`config.mk`:
```
export PLATFORM = sky130hd
export DESIGN_NAME = frac_clk_gate
export DESIGN_NICKNAME = d
export VERILOG_FILES = /design/src/rtl/fcg_pkg.sv /design/src/rtl/fcg_regs.sv /design/src/rtl/fcg_frame.sv /design/src/rtl/fcg_pattern.sv /design/src/rtl/frac_clk_gate.sv
export SDC_FILE = /design/constraint.sdc
export NUM_CORES = 1
export LEC_CHECK = 0
export CAP_MARGIN = 10
export CELL_PAD_IN_SITES_DETAIL_PLACEMENT = 1
export CELL_PAD_IN_SITES_GLOBAL_PLACEMENT = 2
export CORE_MARGIN = 3
export CORE_UTILIZATION = 37
export DETAILED_ROUTE_END_ITERATION = 10
export DONT_BUFFER_PORTS = 1
export GPL_TIMING_DRIVEN = 0
export PLACE_DENSITY = 0.78
export SYNTH_ARGS = -nofsm -noshare
export SYNTH_HDL_FRONTEND = slang
export SYNTH_HIERARCHICAL = 1
export SYNTH_SLANG_ARGS = --single-unit
```
`constraint.sdc`:
```
create_clock -name clk -period 2.55 [get_ports clk]
set_input_delay 0.51 -clock clk [delete_from_list [all_inputs] [get_ports clk]]
set_output_delay 0.51 -clock clk [all_outputs]
set_load 0.005 [all_outputs]
```
`src/rtl/fcg_pkg.sv`:
```
package fcg_pkg;
    localparam int WORD_COMMIT = 0;
    localparam int WORD_RATE   = 1;
endpackage

```
`src/rtl/fcg_regs.sv`:
```
module fcg_regs #(
    parameter int DATA_W   = 32,
    parameter int ADDR_W   = 2,
    parameter int CODE_W   = 5,
    parameter int CODE_LSB = 8,
    parameter int KICK_BIT = 31
) (
    input  logic              clk,
    input  logic              rst_n,
    input  logic              wr_en,
    input  logic [ADDR_W-1:0] addr,
    input  logic [DATA_W-1:0] wdata,
    input  logic              commit_done,
    output logic [DATA_W-1:0] rdata,
    output logic [CODE_W-1:0] shadow_code,
    output logic              kick_pending
);
    typedef struct packed {
        logic [CODE_W-1:0] code;
        logic              kick;
    } regs_t;

    regs_t r_d, r_q;
    logic  sel_commit, sel_rate;
    logic  unused_wdata;

    assign unused_wdata = ^wdata;

    always_comb begin
        sel_commit = (addr == ADDR_W'(fcg_pkg::WORD_COMMIT));
        sel_rate   = (addr == ADDR_W'(fcg_pkg::WORD_RATE));
        r_d = r_q;
        if (wr_en && sel_rate)
            r_d.code = wdata[CODE_LSB +: CODE_W];
        if (wr_en && sel_commit && wdata[KICK_BIT])
            r_d.kick = 1'b1;
        if (commit_done)
            r_d.kick = 1'b0;
        rdata = '0;
        if (sel_commit)
            rdata[KICK_BIT] = r_q.kick;
        else if (sel_rate)
            rdata[CODE_LSB +: CODE_W] = r_q.code;
    end

    always_ff @(posedge clk or negedge rst_n) begin
        if (!rst_n) r_q <= '0;
        else        r_q <= r_d;
    end

    assign shadow_code  = r_q.code;
    assign kick_pending = r_q.kick;

    // a pending flag stays set until the frame logic reports the commit
    assert_kick_sticky_R8: assert property (@(posedge clk) disable iff (!rst_n)
        (r_q.kick && !commit_done) |=> r_q.kick);
    // a write with the flag bit at zero never raises the flag
    assert_zero_write_inert_R4: assert property (@(posedge clk) disable iff (!rst_n)
        (!r_q.kick && wr_en && sel_commit && !wdata[KICK_BIT]) |=> !r_q.kick);
endmodule

```
`src/rtl/fcg_frame.sv`:
```
module fcg_frame #(
    parameter int CODE_W = 5
) (
    input  logic              clk,
    input  logic              rst_n,
    input  logic              kick_pending,
    input  logic [CODE_W-1:0] shadow_code,
    output logic              commit_done,
    output logic              frame_start,
    output logic [CODE_W:0]   active_mult
);
    localparam int FRAME  = 1 << CODE_W;
    localparam int MULT_W = CODE_W + 1;

    typedef struct packed {
        logic [CODE_W-1:0] phase;
        logic [CODE_W-1:0] code;
    } frm_t;

    frm_t f_d, f_q;
    logic last;

    always_comb begin
        last        = (f_q.phase == {CODE_W{1'b1}});
        commit_done = kick_pending && last;
        f_d         = f_q;
        f_d.phase   = f_q.phase + CODE_W'(1);
        if (commit_done)
            f_d.code = shadow_code;
        frame_start = (f_q.phase == '0);
        active_mult = MULT_W'(FRAME) - MULT_W'(f_q.code);
    end

    always_ff @(posedge clk or negedge rst_n) begin
        if (!rst_n) f_q <= '0;
        else        f_q <= f_d;
    end

    // the active code holds through the middle of a frame
    assert_code_midframe_R7: assert property (@(posedge clk) disable iff (!rst_n)
        !last |=> $stable(f_q.code));
    // without a pending commit the active code never moves
    assert_no_kick_no_change_R6: assert property (@(posedge clk) disable iff (!rst_n)
        !kick_pending |=> $stable(f_q.code));
    // a pending flag is served at the frame end and the code taken over
    assert_kick_served_R5: assert property (@(posedge clk) disable iff (!rst_n)
        (kick_pending && last) |=> (!kick_pending && f_q.code == $past(shadow_code)));
endmodule

```
`src/rtl/fcg_pattern.sv`:
```
module fcg_pattern #(
    parameter int CODE_W = 5
) (
    input  logic            clk,
    input  logic            rst_n,
    input  logic [CODE_W:0] mult,
    input  logic            frame_start,
    output logic            en
);
    localparam int FRAME = 1 << CODE_W;
    localparam int SUM_W = CODE_W + 2;

    typedef struct packed {
        logic [CODE_W-1:0] acc;
        logic              en;
    } pat_t;

    pat_t p_d, p_q;
    logic [SUM_W-1:0] sum;
    logic             wrap;

    always_comb begin
        sum  = SUM_W'(p_q.acc) + SUM_W'(mult);
        wrap = (sum >= SUM_W'(FRAME));
        p_d.en  = wrap;
        p_d.acc = wrap ? CODE_W'(sum - SUM_W'(FRAME)) : CODE_W'(sum);
    end

    always_ff @(posedge clk or negedge rst_n) begin
        if (!rst_n) p_q <= '0;
        else        p_q <= p_d;
    end

    assign en = p_q.en;

    // every frame begins with an empty accumulator
    assert_acc_zero_frame_R7: assert property (@(posedge clk) disable iff (!rst_n)
        frame_start |-> (p_q.acc == '0));
    // full multiplier yields an enable on every cycle
    assert_full_rate_R3: assert property (@(posedge clk) disable iff (!rst_n)
        (mult == (CODE_W+1)'(FRAME)) |=> en);
    // multiplier of one never produces two pulses in a row
    assert_min_rate_R3: assert property (@(posedge clk) disable iff (!rst_n)
        (mult == (CODE_W+1)'(1) && $past(mult) == (CODE_W+1)'(1) && en) |=> !en);
endmodule

```
`src/rtl/frac_clk_gate.sv`:
```
module frac_clk_gate #(
    parameter int DATA_W   = 32,
    parameter int ADDR_W   = 2,
    parameter int CODE_W   = 5,
    parameter int CODE_LSB = 8,
    parameter int KICK_BIT = 31
) (
    input  logic              clk,
    input  logic              rst_n,
    input  logic              reg_wr,
    input  logic [ADDR_W-1:0] reg_addr,
    input  logic [DATA_W-1:0] reg_wdata,
    output logic [DATA_W-1:0] reg_rdata,
    output logic              clk_en_o
);
    logic [CODE_W-1:0] shadow_code;
    logic              kick_pending;
    logic              commit_done;
    logic              frame_start;
    logic [CODE_W:0]   active_mult;

    fcg_regs #(
        .DATA_W(DATA_W), .ADDR_W(ADDR_W), .CODE_W(CODE_W),
        .CODE_LSB(CODE_LSB), .KICK_BIT(KICK_BIT)
    ) u_regs (
        .clk(clk), .rst_n(rst_n), .wr_en(reg_wr), .addr(reg_addr),
        .wdata(reg_wdata), .commit_done(commit_done), .rdata(reg_rdata),
        .shadow_code(shadow_code), .kick_pending(kick_pending)
    );

    fcg_frame #(.CODE_W(CODE_W)) u_frame (
        .clk(clk), .rst_n(rst_n), .kick_pending(kick_pending),
        .shadow_code(shadow_code), .commit_done(commit_done),
        .frame_start(frame_start), .active_mult(active_mult)
    );

    fcg_pattern #(.CODE_W(CODE_W)) u_pattern (
        .clk(clk), .rst_n(rst_n), .mult(active_mult),
        .frame_start(frame_start), .en(clk_en_o)
    );
endmodule

```
### Yosys cells after proc, flatten, opt, wreduce, memory -nomap -nowiden

Index checks and enable logic that the tools add are counted.

* output and inout bits: 33
* input bits: 37
* word-level logic and storage cells: 25
* register bits after elaboration: 22

* $lt $le $gt $ge: 1
* add/sub/neg operators: 4
* equality and inequality tests: 2
* reductions and logical operators: 6
* multiplexer cells: 6

Operators with widths (number)
* 2-to-1 mux 5 bit: 3
* adder 5 x 6 -> 7 bit: 1
* greater-or-equal comparator 7 x 6 -> 1 bit (second input constant): 1
* subtractor 6 x 5 -> 6 bit (first input constant): 1
* adder 5 x 1 -> 5 bit (second input constant): 1
* == test 5 bit (second input constant): 1
* subtractor 5 x 1 -> 5 bit (second input constant): 1
* logical AND 1 bit: 4
* 2-to-1 mux 1 bit: 3
* == test 2 x 1 -> 1 bit (second input constant): 1
* logical NOT 2 bit: 1
* nonzero test 2 bit: 1

### Logic depth before layout (Yosys ltp)

* depth after elaboration: 5
* mapped depth: 8
* gate-level depth less buffers: 8

### Cells and area by module

Netlist, hierarchy kept.

By module, submodules not included
* fcg_frame: area an instance 511.7 um^2, times used 1, cells an instance 37, sequential area each 250.2 um^2
* fcg_regs: area an instance 509.2 um^2, times used 1, cells an instance 49, sequential area each 150.1 um^2
* fcg_pattern: area an instance 374.1 um^2, times used 1, cells an instance 33, sequential area each 150.1 um^2

### Least setup slack after synthesis

OpenSTA, ideal clock, no wires.

* path type: register to register
* start point: register u_frame/f_q[0] (netlist name)
* end point: register u_pattern.p_q, in the netlist u_pattern/en
* stages on the path, launching flop included: 9
* setup time: 0.124 ns
* arrival: 1.852 ns
* clock period less this slack: 1.976 ns
* path slack: 0.574 ns
* data required time: 2.426 ns
* path through: dfrtp_1 -> inv_1 -> ha_1 -> nor3b_2 -> xnor2_1 -> ha_1 -> and3_1 -> a221o_1 -> o31a_1

RTL lines
* from (decl): RTL line fcg_frame.sv:20 `frm_t f_d, f_q;`
* from (signal assigned): RTL line fcg_frame.sv:35 `if (!rst_n) f_q <= '0;`
* from (signal assigned): RTL line fcg_frame.sv:36 `else f_q <= f_d;`
* to (signal assigned): RTL line fcg_pattern.sv:31 `else p_q <= p_d;`
* to (decl): RTL line fcg_pattern.sv:18 `pat_t p_d, p_q;`

==> run metrics <==
result of the run=complete, no violations; GRT Overall Usage=a little under an eighth; largest net degree at the start of global routing=23; GPL Wtd Cong=roughly 0.70; Clock Sinks=22; Vias/cell=around 4.2; hold_buf cts=1; uppermost layer routed=met4; CP endpoint kind=flop; CP max FO=5; clock group share of total power=between 20% and 30%; fin crit share=between 80% and 90%; Final Power=~1.4 mW; Initial Util=between 30% and 40%; RR Endpoint=u_pattern/en; Hold Startpoint=reg_wdata[11]; Starting DRT DRC Count=13; worst-margin pin slew=0.970 ns; R2R Path Start=u_frame/f_q[0]; GRT overflow=0; Core Area=about 3500 sq um; layout cell share with drive strength beyond 1=33.1%; Gate power share=~41%; Cell Rows=21; Detailed Routing Iterations Pass 1=2; layout net count=~200; Crit. Startpoint=u_frame/f_q[0]; Hold Vio Cnt, Final=0; crit start category=flop; Ports=70; RSZ-0062 raised after global routing=false; initial antenna violation count=0; met1 wire length=931 microns; TNS Setup=0 ns; WL final=2290 microns; Hold Crit Class=input pin to flop; maximum clock insertion buffer count=2; routed vias=between 800 and 900; Setup-failing EPs final=0; CP arrival=2.26 ns; NetSw=0.435 mW; total CTS buffers=3; Mapped Area=1390 sq um; P_leak=0.886 nW; P&R area growth vs syn=16.8%; most common cell after layout, fill and taps aside=buf_4; Avg Inst Size Synth=11.7 sq um; Die ar.=4520 sq um; Cell Pwr Density=around 850 nW/um^2; worst hold path depth=1; clock-pin slew on the worst setup and hold paths=roughly 0.080 ns; R2R depth=8; R2R Setup Slk=0.44 ns; first-pass GRT wire length=between 3000 and 4000 microns; Rel. slew slack=35.1%; Die Width=around 67 microns; most frequent cells in the layout=buf_4, conb_1, dfrtp_1, inv_1, mux2_4; f_max=0.473 GHz; CP required=between 2 and 3 ns; Peak VDD IR=just over 0.4 mV; Final Skew=about 0.0049 ns; number of port buffers=0; minimum clock period=about 2.1 ns; Switching Share=about a third; WL met2=1200 microns; CTS tree=yes; postcts setup bufs=0; Mapped Cells=around 120; Yosys warnings=6; Pint=0.949 mW; Pins Over Slew Limit=0; vias in the first global route=between 800 and 900; DP HPWL=~1900 microns; CTS root buffer=clkbuf_8; Die Ht=roughly 67 microns; post_cts resized=0; htree depth=1; antenna violation net count after detailed routing=0; post-DR wirelength/cell=11.8 microns; Crit Path Class=flop to flop; clock latency at the later pin of the worst-skew pair=0.26 ns; MaxCap Viol Count=0; Reg power frac=a little over a third; drt drc=0; Antenna diodes=0; hold path endpoint=u_regs/shadow_code[3]; met3 WL post-DR=between 100 and 150 microns
## worst max-delay path by stage
stage / end
after detailed placement: u_pattern/en
after global placement: u_pattern/en
after CTS: u_pattern/en
final: u_pattern/en
after global routing: u_pattern/en
after floorplan: u_pattern/en
## power groups by stage
stage          Sequential, mW  Combinational (mW)  Clock (mW)
3_5_place_dp            0.505               0.557           0
2_1_floorplan           0.484               0.464           0
5_1_grt                 0.510               0.633       0.355
6_report                0.493               0.567       0.324
3_3_place_gp            0.496               0.511           0
4_1_cts                 0.497               0.570       0.335
## routing by layer
layer	vias up	track usage [%]
li1	398	-
met1	387	13.5
met2	29	19.8
met3	2	3.99
met4	0	3.04
met5	-	0
## metrics by stage
| step | util, % | cell area [sq um] | hold slack [ns] | std cells | setup slack (ns) |
|---|---|---|---|---|---|
| detailed placement | 44.3 | 1540 | 0.215 | 189 | 0.467 |
| global placement | 44.3 | 1540 | 0.215 | 189 | 0.473 |
| CTS | 46.7 | 1620 | 0.380 | 194 | 0.438 |
| global route | 46.7 | 1620 | 0.368 | 194 | 0.299 |
| floorplan | - | 1480 | 0.214 | 143 | 0.574 |
| finish | 46.7 | 1620 | 0.387 | 194 | 0.435 |
## flip-flops by register name (all words and copies together), names as in the netlist
register             count
u_frame/f_q             10
u_pattern/p_q            5
u_regs/shadow_code       5
u_pattern/en             1
u_regs/kick_pending      1
## layout make-up
cell class              instances  area (sq um)
fillers                       396          1850
multi-input cells              84           689
flip-flops and latches         22           551
plain buffers                  27           203
well taps                      46          57.6
clock buffers                   3          41.3
inverters                      10          37.5
clock inverters                 1          30.0
repair buffers                  1          10.0
## worst max-delay path: stages (launching register included)
cell	delay [ns]
dfrtp_1	0.41
inv_1	0.06
ha_1	0.22
nor3b_2	0.17
xnor2_1	0.13
ha_1	0.35
and3_1	0.22
a221o_1	0.34
o31a_1	0.10
No activity file was read; power rests on OpenSTA's default activity.
